### src/rtl/sysctl_pkg.sv
package sysctl_pkg;

  localparam int NCACHE_CMD = 8;
  localparam int NSTORE_REG = 4;

  // op code for each cache command bit, bit order is the output encoding
  localparam logic [7:0] CACHE_OP [NCACHE_CMD] = '{
    8'd28,  // 0 invalidate I and D
    8'd20,  // 1 invalidate I
    8'd12,  // 2 invalidate D
    8'd10,  // 3 clean D
    8'd14,  // 4 flush D
    8'd13,  // 5 invalidate D line
    8'd11,  // 6 clean D line
    8'd15   // 7 flush D line
  };

  // commands that carry a line address in the write data
  localparam logic [NCACHE_CMD-1:0] LINE_CMD_MASK = 8'b1110_0000;

  // inclusive op window of the TLB command index
  localparam int TLB_OP_LO = 2;
  localparam int TLB_OP_HI = 6;

endpackage

### src/rtl/sysctl_decode.sv
module sysctl_decode
  import sysctl_pkg::*;
#(
  parameter int IDX_W  = 4,
  parameter int OP_W   = 5,
  parameter int NSTORE = NSTORE_REG,
  parameter int NCMD   = NCACHE_CMD
) (
  input  logic             acc_valid,
  input  logic             acc_write,
  input  logic [IDX_W-1:0] acc_idx,
  input  logic [OP_W-1:0]  acc_op,
  output logic             rd_id,
  output logic             rd_ctype,
  output logic [NSTORE-1:0] store_match,
  output logic [NSTORE-1:0] store_wr_en,
  output logic [NCMD-1:0]  cache_hit,
  output logic             tlb_hit,
  output logic             bad_access
);

  localparam logic [IDX_W-1:0] IX_CONST = '0;
  localparam logic [IDX_W-1:0] IX_CACHE = IDX_W'(1 + NSTORE);
  localparam logic [IDX_W-1:0] IX_TLB   = IDX_W'(2 + NSTORE);
  localparam logic [OP_W-1:0]  OP_TLO   = OP_W'(TLB_OP_LO);
  localparam logic [OP_W-1:0]  OP_THI   = OP_W'(TLB_OP_HI);

  logic             op_zero;
  logic             wr_req;
  logic [NCMD-1:0]  cache_match;
  logic             tlb_match;
  logic             wr_known;
  logic             rd_known;

  assign op_zero = (acc_op == '0);
  assign wr_req  = acc_valid & acc_write;

  genvar gs;
  generate
    for (gs = 0; gs < NSTORE; gs++) begin : g_store
      assign store_match[gs] = op_zero && (acc_idx == IDX_W'(gs + 1));
      assign store_wr_en[gs] = wr_req & store_match[gs];
    end
  endgenerate

  genvar gc;
  generate
    for (gc = 0; gc < NCMD; gc++) begin : g_cache
      assign cache_match[gc] = (acc_idx == IX_CACHE) && (acc_op == OP_W'(CACHE_OP[gc]));
      assign cache_hit[gc]   = wr_req & cache_match[gc];
    end
  endgenerate

  always_comb begin
    tlb_match = (acc_idx == IX_TLB) && (acc_op >= OP_TLO) && (acc_op <= OP_THI);
    rd_id     = (acc_idx == IX_CONST) && op_zero;
    rd_ctype  = (acc_idx == IX_CONST) && (acc_op == OP_W'(1));
    wr_known  = (|store_match) | (|cache_match) | tlb_match;
    rd_known  = rd_id | rd_ctype | (|store_match);
    tlb_hit   = wr_req & tlb_match;
    if (!acc_valid) begin
      bad_access = 1'b0;
    end else if (acc_write) begin
      bad_access = !wr_known;
    end else begin
      bad_access = !rd_known;
    end
  end

  // a bad access never also decodes a command
  always_comb begin
    assert (!(bad_access && (tlb_hit || (|cache_hit) || (|store_wr_en))))
      else $error("AST_BAD_NO_ACTION");
  end

endmodule

### src/rtl/sysctl_store.sv
module sysctl_store #(
  parameter int DATA_W = 32,
  parameter int NSTORE = 4
) (
  input  logic                          clk,
  input  logic                          rst_n,
  input  logic [NSTORE-1:0]             wr_en,
  input  logic [DATA_W-1:0]             wdata,
  output logic [NSTORE-1:0][DATA_W-1:0] store_q
);

  genvar g;
  generate
    for (g = 0; g < NSTORE; g++) begin : g_word
      logic [DATA_W-1:0] word_nxt;

      always_comb begin
        if (wr_en[g]) begin
          word_nxt = wdata;
        end else begin
          word_nxt = store_q[g];
        end
      end

      always_ff @(posedge clk or negedge rst_n) begin
        if (!rst_n) begin
          store_q[g] <= '0;
        end else begin
          store_q[g] <= word_nxt;
        end
      end

      AST_WORD_HOLD: assert property (@(posedge clk) disable iff (!rst_n)
        !wr_en[g] |=> $stable(store_q[g]))
        else $error("AST_WORD_HOLD");
    end
  endgenerate

endmodule

### src/rtl/sysctl_cmd.sv
module sysctl_cmd
  import sysctl_pkg::*;
#(
  parameter int DATA_W = 32,
  parameter int NCMD   = NCACHE_CMD
) (
  input  logic              clk,
  input  logic              rst_n,
  input  logic [NCMD-1:0]   cache_hit,
  input  logic              tlb_hit,
  input  logic              bad_access,
  input  logic [DATA_W-1:0] wdata,
  output logic [NCMD-1:0]   cache_cmd,
  output logic [DATA_W-1:0] line_addr,
  output logic              tlb_inv,
  output logic              err_pulse
);

  logic [NCMD-1:0]   cache_nxt;
  logic [DATA_W-1:0] line_nxt;
  logic              tlb_nxt;
  logic              err_nxt;
  logic              line_load;

  always_comb begin
    cache_nxt = cache_hit;
    tlb_nxt   = tlb_hit;
    err_nxt   = bad_access;
    line_load = |(cache_hit & LINE_CMD_MASK[NCMD-1:0]);
    if (line_load) begin
      line_nxt = wdata;
    end else begin
      line_nxt = line_addr;
    end
  end

  always_ff @(posedge clk or negedge rst_n) begin
    if (!rst_n) begin
      cache_cmd <= '0;
      tlb_inv   <= 1'b0;
      err_pulse <= 1'b0;
      line_addr <= '0;
    end else begin
      cache_cmd <= cache_nxt;
      tlb_inv   <= tlb_nxt;
      err_pulse <= err_nxt;
      line_addr <= line_nxt;
    end
  end

  AST_PULSE_ONE_CYCLE: assert property (@(posedge clk) disable iff (!rst_n)
    (tlb_inv && !$past(tlb_hit)) |-> 1'b0)
    else $error("AST_PULSE_ONE_CYCLE");

  AST_LINE_ADDR_SET: assert property (@(posedge clk) disable iff (!rst_n)
    (cache_hit[5] || cache_hit[6] || cache_hit[7]) |=> (line_addr == $past(wdata)))
    else $error("AST_LINE_ADDR_SET");

endmodule

### src/rtl/sysctl_coproc.sv
module sysctl_coproc
  import sysctl_pkg::*;
#(
  parameter int                DATA_W     = 32,
  parameter int                IDX_W      = 4,
  parameter int                OP_W       = 5,
  parameter logic [DATA_W-1:0] CPU_ID     = 32'h4d43_0863,
  parameter logic [DATA_W-1:0] CACHE_TYPE = 32'h0d17_2f2a
) (
  input  logic              clk,
  input  logic              rst_n,
  input  logic              acc_valid,
  input  logic              acc_write,
  input  logic [IDX_W-1:0]  acc_idx,
  input  logic [OP_W-1:0]   acc_op,
  input  logic [DATA_W-1:0] acc_wdata,
  output logic [DATA_W-1:0] rd_data,
  output logic [NCACHE_CMD-1:0] cache_cmd,
  output logic [DATA_W-1:0] cache_line_addr,
  output logic              tlb_inv_all,
  output logic              acc_err
);

  localparam int NSTORE = NSTORE_REG;
  localparam int NCMD   = NCACHE_CMD;
  localparam logic [IDX_W-1:0] IX_LAST = IDX_W'(2 + NSTORE);

  logic                          rd_id;
  logic                          rd_ctype;
  logic [NSTORE-1:0]             store_match;
  logic [NSTORE-1:0]             store_wr_en;
  logic [NCMD-1:0]               cache_hit;
  logic                          tlb_hit;
  logic                          bad_access;
  logic [NSTORE-1:0][DATA_W-1:0] store_q;

  sysctl_decode #(
    .IDX_W (IDX_W),
    .OP_W  (OP_W),
    .NSTORE(NSTORE),
    .NCMD  (NCMD)
  ) u_decode (
    .acc_valid  (acc_valid),
    .acc_write  (acc_write),
    .acc_idx    (acc_idx),
    .acc_op     (acc_op),
    .rd_id      (rd_id),
    .rd_ctype   (rd_ctype),
    .store_match(store_match),
    .store_wr_en(store_wr_en),
    .cache_hit  (cache_hit),
    .tlb_hit    (tlb_hit),
    .bad_access (bad_access)
  );

  sysctl_store #(
    .DATA_W(DATA_W),
    .NSTORE(NSTORE)
  ) u_store (
    .clk    (clk),
    .rst_n  (rst_n),
    .wr_en  (store_wr_en),
    .wdata  (acc_wdata),
    .store_q(store_q)
  );

  sysctl_cmd #(
    .DATA_W(DATA_W),
    .NCMD  (NCMD)
  ) u_cmd (
    .clk       (clk),
    .rst_n     (rst_n),
    .cache_hit (cache_hit),
    .tlb_hit   (tlb_hit),
    .bad_access(bad_access),
    .wdata     (acc_wdata),
    .cache_cmd (cache_cmd),
    .line_addr (cache_line_addr),
    .tlb_inv   (tlb_inv_all),
    .err_pulse (acc_err)
  );

  // combinational read mux, zero for anything not decoded
  always_comb begin
    rd_data = '0;
    if (rd_id) begin
      rd_data = CPU_ID;
    end else if (rd_ctype) begin
      rd_data = CACHE_TYPE;
    end else begin
      for (int k = 0; k < NSTORE; k++) begin
        if (store_match[k]) begin
          rd_data = store_q[k];
        end
      end
    end
  end

  AST_ID_READ: assert property (@(posedge clk) disable iff (!rst_n)
    (acc_idx == '0 && acc_op == '0) |-> (rd_data == CPU_ID))
    else $error("AST_ID_READ");

  AST_STORE_WRITE: assert property (@(posedge clk) disable iff (!rst_n)
    (acc_valid && acc_write && acc_idx == IDX_W'(2) && acc_op == '0)
      |=> (store_q[1] == $past(acc_wdata)))
    else $error("AST_STORE_WRITE");

  AST_HIGH_IDX_HOLD: assert property (@(posedge clk) disable iff (!rst_n)
    (acc_valid && acc_write && acc_idx > IX_LAST)
      |=> ($stable(store_q) && cache_cmd == '0 && !tlb_inv_all && acc_err))
    else $error("AST_HIGH_IDX_HOLD");

  AST_UNREAD_ZERO: assert property (@(posedge clk) disable iff (!rst_n)
    (acc_idx > IDX_W'(NSTORE)) |-> (rd_data == '0))
    else $error("AST_UNREAD_ZERO");

  AST_TLB_WINDOW: assert property (@(posedge clk) disable iff (!rst_n)
    (acc_valid && acc_write && acc_idx == IX_LAST
      && acc_op >= OP_W'(TLB_OP_LO) && acc_op <= OP_W'(TLB_OP_HI))
      |=> (tlb_inv_all && cache_cmd == '0 && !acc_err))
    else $error("AST_TLB_WINDOW");

  AST_CMD_EXCL: assert property (@(posedge clk) disable iff (!rst_n)
    $onehot0({cache_cmd, tlb_inv_all, acc_err}))
    else $error("AST_CMD_EXCL");

  AST_IDLE_QUIET: assert property (@(posedge clk) disable iff (!rst_n)
    !acc_valid |=> (cache_cmd == '0 && !tlb_inv_all && !acc_err))
    else $error("AST_IDLE_QUIET");

endmodule

### config.mk
export PLATFORM = sky130hd
export DESIGN_NAME = sysctl_coproc
export DESIGN_NICKNAME = d
export VERILOG_FILES = /design/src/rtl/sysctl_pkg.sv /design/src/rtl/sysctl_decode.sv /design/src/rtl/sysctl_store.sv /design/src/rtl/sysctl_cmd.sv /design/src/rtl/sysctl_coproc.sv
export SDC_FILE = /design/constraint.sdc
export NUM_CORES = 1
export LEC_CHECK = 0
export CAP_MARGIN = 20
export CORE_MARGIN = 2
export CORE_UTILIZATION = 49
export CTS_CLUSTER_DIAMETER = 100
export DETAILED_ROUTE_END_ITERATION = 16
export PLACE_DENSITY = 0.77
export REMOVE_ABC_BUFFERS = 1
export SYNTH_ARGS = -nofsm -noshare
export SYNTH_HDL_FRONTEND = slang
export SYNTH_SLANG_ARGS = --single-unit
### constraint.sdc
create_clock -name clk -period 2.64 [get_ports clk]
set_clock_uncertainty 0.2 [all_clocks]
set_input_delay 0.528 -clock clk [delete_from_list [all_inputs] [get_ports clk]]
set_output_delay 0.528 -clock clk [all_outputs]
set_load 0.05 [all_outputs]
==> impl.org <==
** Floorplanning
- Number of rows in the core area :: 45
- Measured along the x axis, the die boundary spans 129 um.
- Core Area :: 15300 um2
- I/O pin total :: 119
- The die is 129 um tall.
- The floorplan step defined a die boundary enclosing 16700 um2.
- Initial core utilization :: 50.5%

** Clock network
- Clock tree from TritonCTS :: built
- Root buffer cell :: sky130_fd_sc_hd__clkbuf_16
- Buffers from clock root to sink, at most :: 2
- Number of buffers added by the clock tree synthesis step :: 17
- Clock sink total :: 170
- After clock tree synthesis, the clock-pin slew on the worst setup and hold paths is 0.06 ns.
- Insertion delay of the later-clocked pin in the worst-skew pair :: 0.42 ns
- H-tree level count :: 4

** Global routing
- The via count of the first global-routing pass was 5935.
- Maximum number of pins on one net before global-route repair :: 69
- Global-route total usage across every layer :: 25.3%
- The first global-routing pass estimated 32200 um of wire.
- Remaining global-route overflow :: 0
- The initial antenna violation count was 0.

** Finish
- Most frequent cells in the layout :: 170 x sky130_fd_sc_hd__dfrtp_1, 137 x sky130_fd_sc_hd__mux2_2, 76 x sky130_fd_sc_hd__clkdlybuf4s50_1
- In the final layout, the share of cells above drive strength 1 is 49.0%.
- Ant diodes :: 0
- The net count of the finished layout is 789.
- Summed area of non-filler cells in the final layout :: 10900 um2
- Commonest non-fill, non-tap cell in the layout :: sky130_fd_sc_hd__dfrtp_1
- Layout-stage area growth over the synthesis result :: 41.3%

** STA
- RSZ-0062 raised after global routing :: yes
- Count of endpoints failing hold in the final timing report :: 0
- Relative slew slack :: 56.2%
- In the post-route analysis, the smallest setup slack over all paths is -0.327 ns.
- Dividing the final minimum period by the clock period gives 112%.
- Final setup viols :: 28
- Worst-case hold slack :: 0.209 ns
- The number of slew-limit violations in the final report came to 0.
- Worst slew pin tran :: 0.657 ns
- Derived from the worst setup path, the maximum achievable clock frequency is 337 MHz.
- Time the worst path needs with I/O delays and setup :: 2.97 ns

** Routing
- Via-to-Cell Ratio :: 5.81
- For this run, design rule violations remaining after detail routing come to 0.
- The first detailed-routing pass ran for 6 iterations.
- The final route contains 5599 vias.
- Count of nets left with antenna violations after detail routing :: 0
- For this block, the initial DRC count from the detailed router was 448.
- Drt wl/cell :: 21.0 um
- Total wire length after detailed routing :: 20200 um

** Pwr
- Summed over all cells, the static leakage comes to 0.00513 uW.
- Worst IR Drop VDD :: 530 uV
- In this run the power density over the cells is 496 nW/um2.

** Setup path
- Number of cells on the worst reg-to-reg path :: 1
- In this run the critical register-to-register path is captured at u_store.store_q[88].
- CP startpoint :: acc_op[4]
- Data on the critical path is required at its endpoint by 1.91 ns.
- The startpoint identified for the worst register-to-register timing path is u_store.store_q[88].
- Maximum fanout along the worst path :: 6
- Crit start category :: primary input
- R2R Setup Slk :: 1.63 ns
- At the worst endpoint, the arrival time is 2.24 ns.
- Endpoint class of the critical path :: output port
- In this run the worst setup path terminates at rd_data[12].
- The worst setup path is of the in2out kind.

** Synthesis
- Proportion of synthesized flip-flops having asynchronous set or reset :: 100%
- The cell count after synthesis came out at 573.
- Number of warnings reported in the yosys synthesis log :: 0
- Share of synthesized area occupied by flip-flops and latches :: 55.2%
- Averaged over all synthesized cells, the footprint is 13.4 um2.
- After synthesis the cells add up to 7710 um2.
- Number of synthesized register bits :: 170
- For this run, the leading register cell type out of synthesis is sky130_fd_sc_hd__dfrtp_1.
- In this run, distinct cell masters in the synthesized netlist total 43.
- Counting flops with a built-in enable in the synthesized netlist gives 0.

** Place
- Routability-driven placement congestion ratio :: 0.931
- PortBufs :: 118
- Placed inst area :: 9930 um2
- The HPWL after detailed placement is 13300 um.

** Flow run
- # Max-Cap Violations :: 0

** Status
- The final reports fail on setup timing.
- Outcome :: complete, but fails checks

** Min path
- The worst hold path belongs to the class in2reg.
==> logic make-up after synthesis <==
| logic type | count (synthesis) | share of synthesized area (%) |
|---|---|---|
| compound gates | 89 | 7.78 |
| buf+inv | 37 | 2.29 |
| xor+xnor | 1 | 0.114 |
| mux | 182 | 27.9 |
| simple gates | 94 | 6.74 |
| flops | 170 | 55.2 |
==> report_power, final <==
| group | internal, uW | switching [uW] | leakage, uW |
|---|---|---|---|
| Combinational | 214 | 298 | 0.00252 |
| Sequential | 2660 | 29.2 | 0.00236 |
| Clock | 1250 | 947 | 0.000245 |
==> final cells by class <==
class	instances	area [um2]
clock buffer	25	485
multi-input combinational	366	3650
timing repair buffer	188	2210
fill	981	4370
inverter	1	3.75
sequential	170	4250
tap	211	264
clock inverter	3	17.5
==> cell usage after synthesis (all sizes together), types with 2 or more instances <==
master / number / share of area [%]
mux2: 171 / 26
a221o: 2 / 0.26
o21a: 11 / 1.1
nor3b: 2 / 0.19
clkbuf: 19 / 0.93
nand2b: 8 / 0.65
dfrtp: 170 / 55
and3: 4 / 0.32
or4: 2 / 0.19
a2bb2oi: 6 / 0.68
nor4: 3 / 0.52
nand3: 8 / 0.68
nor3: 15 / 1.0
o21ai: 15 / 0.97
a22oi: 21 / 2.0
a222oi: 3 / 0.39
nand2: 16 / 0.78
o211ai: 4 / 0.39
a21oi: 23 / 1.5
or2: 2 / 0.16
buf: 17 / 1.3
mux2i: 11 / 1.4
nor2: 25 / 1.2
nor2b: 4 / 0.32
==> state kept, by name (all words and copies together) (netlist names) <==
signal,count
u_cmd.cache_cmd,8
u_cmd.err_pulse,1
u_cmd.line_addr,32
u_cmd.tlb_inv,1
u_store.store_q,128
==> worst min path at each step <==
stage	from	endpoint	slack, ns	cells past startpoint
finish	acc_op[4]	u_cmd.cache_cmd[6]	0.21	3
CTS	acc_op[4]	u_cmd.cache_cmd[6]	0.19	3
floorplan	rst_n	u_cmd.cache_cmd[0]	0.03	0
detailed placement	u_store.store_q[87]	u_store.store_q[87]	0.28	1
global route	acc_op[4]	u_cmd.cache_cmd[6]	0.21	3
global placement	u_store.store_q[89]	u_store.store_q[89]	0.26	1
==> repair_timing <==
item	4_1_cts	5_1_grt
endpoints found under the setup margin	162	32
hold endpoints to repair	64	0
gates resized for setup	133	11
setup buffers	4	2
pin swaps	26	8
hold buffers	1	0
gates cloned	1	0
==> worst max-delay path, stage by stage <==
cell and delay [ns]:
sky130_fd_sc_hd__buf_6 0.10, sky130_fd_sc_hd__or4b_4 0.53, sky130_fd_sc_hd__or4_4 0.44, sky130_fd_sc_hd__buf_12 0.17, sky130_fd_sc_hd__buf_12 0.15, sky130_fd_sc_hd__nor2_4 0.12, sky130_fd_sc_hd__nor3_4 0.05, sky130_fd_sc_hd__buf_12 0.14
==> per-layer routing <==
metal / GRT usage (%) / vias up / share of wire, %
li1: - / 2450 / -
met4: 7.48 / 0 / 2.1
met5: 0 / - / 0
met1: 32.5 / 2881 / 41
met2: 42.9 / 221 / 51
met3: 5.90 / 47 / 5.7
==> metrics by stage <==
| step | std cells | power [uW] | util (%) | TNS [ns] | setup slack, ns |
|---|---|---|---|---|---|
| after floorplan | 537 | 2910 | - | -67.04 | -0.673 |
| after global placement | 929 | 3200 | 65.1 | -91.69 | -0.810 |
| after detailed placement | 929 | 3220 | 65.1 | -96.46 | -0.883 |
| after CTS | 963 | 5410 | 71.0 | -6.55 | -0.326 |
| after global routing | 964 | 5570 | 71.4 | -7.85 | -0.352 |
| final | 964 | 5400 | 71.4 | -6.72 | -0.327 |
Note: power is estimated with default switching activity, not from simulation.
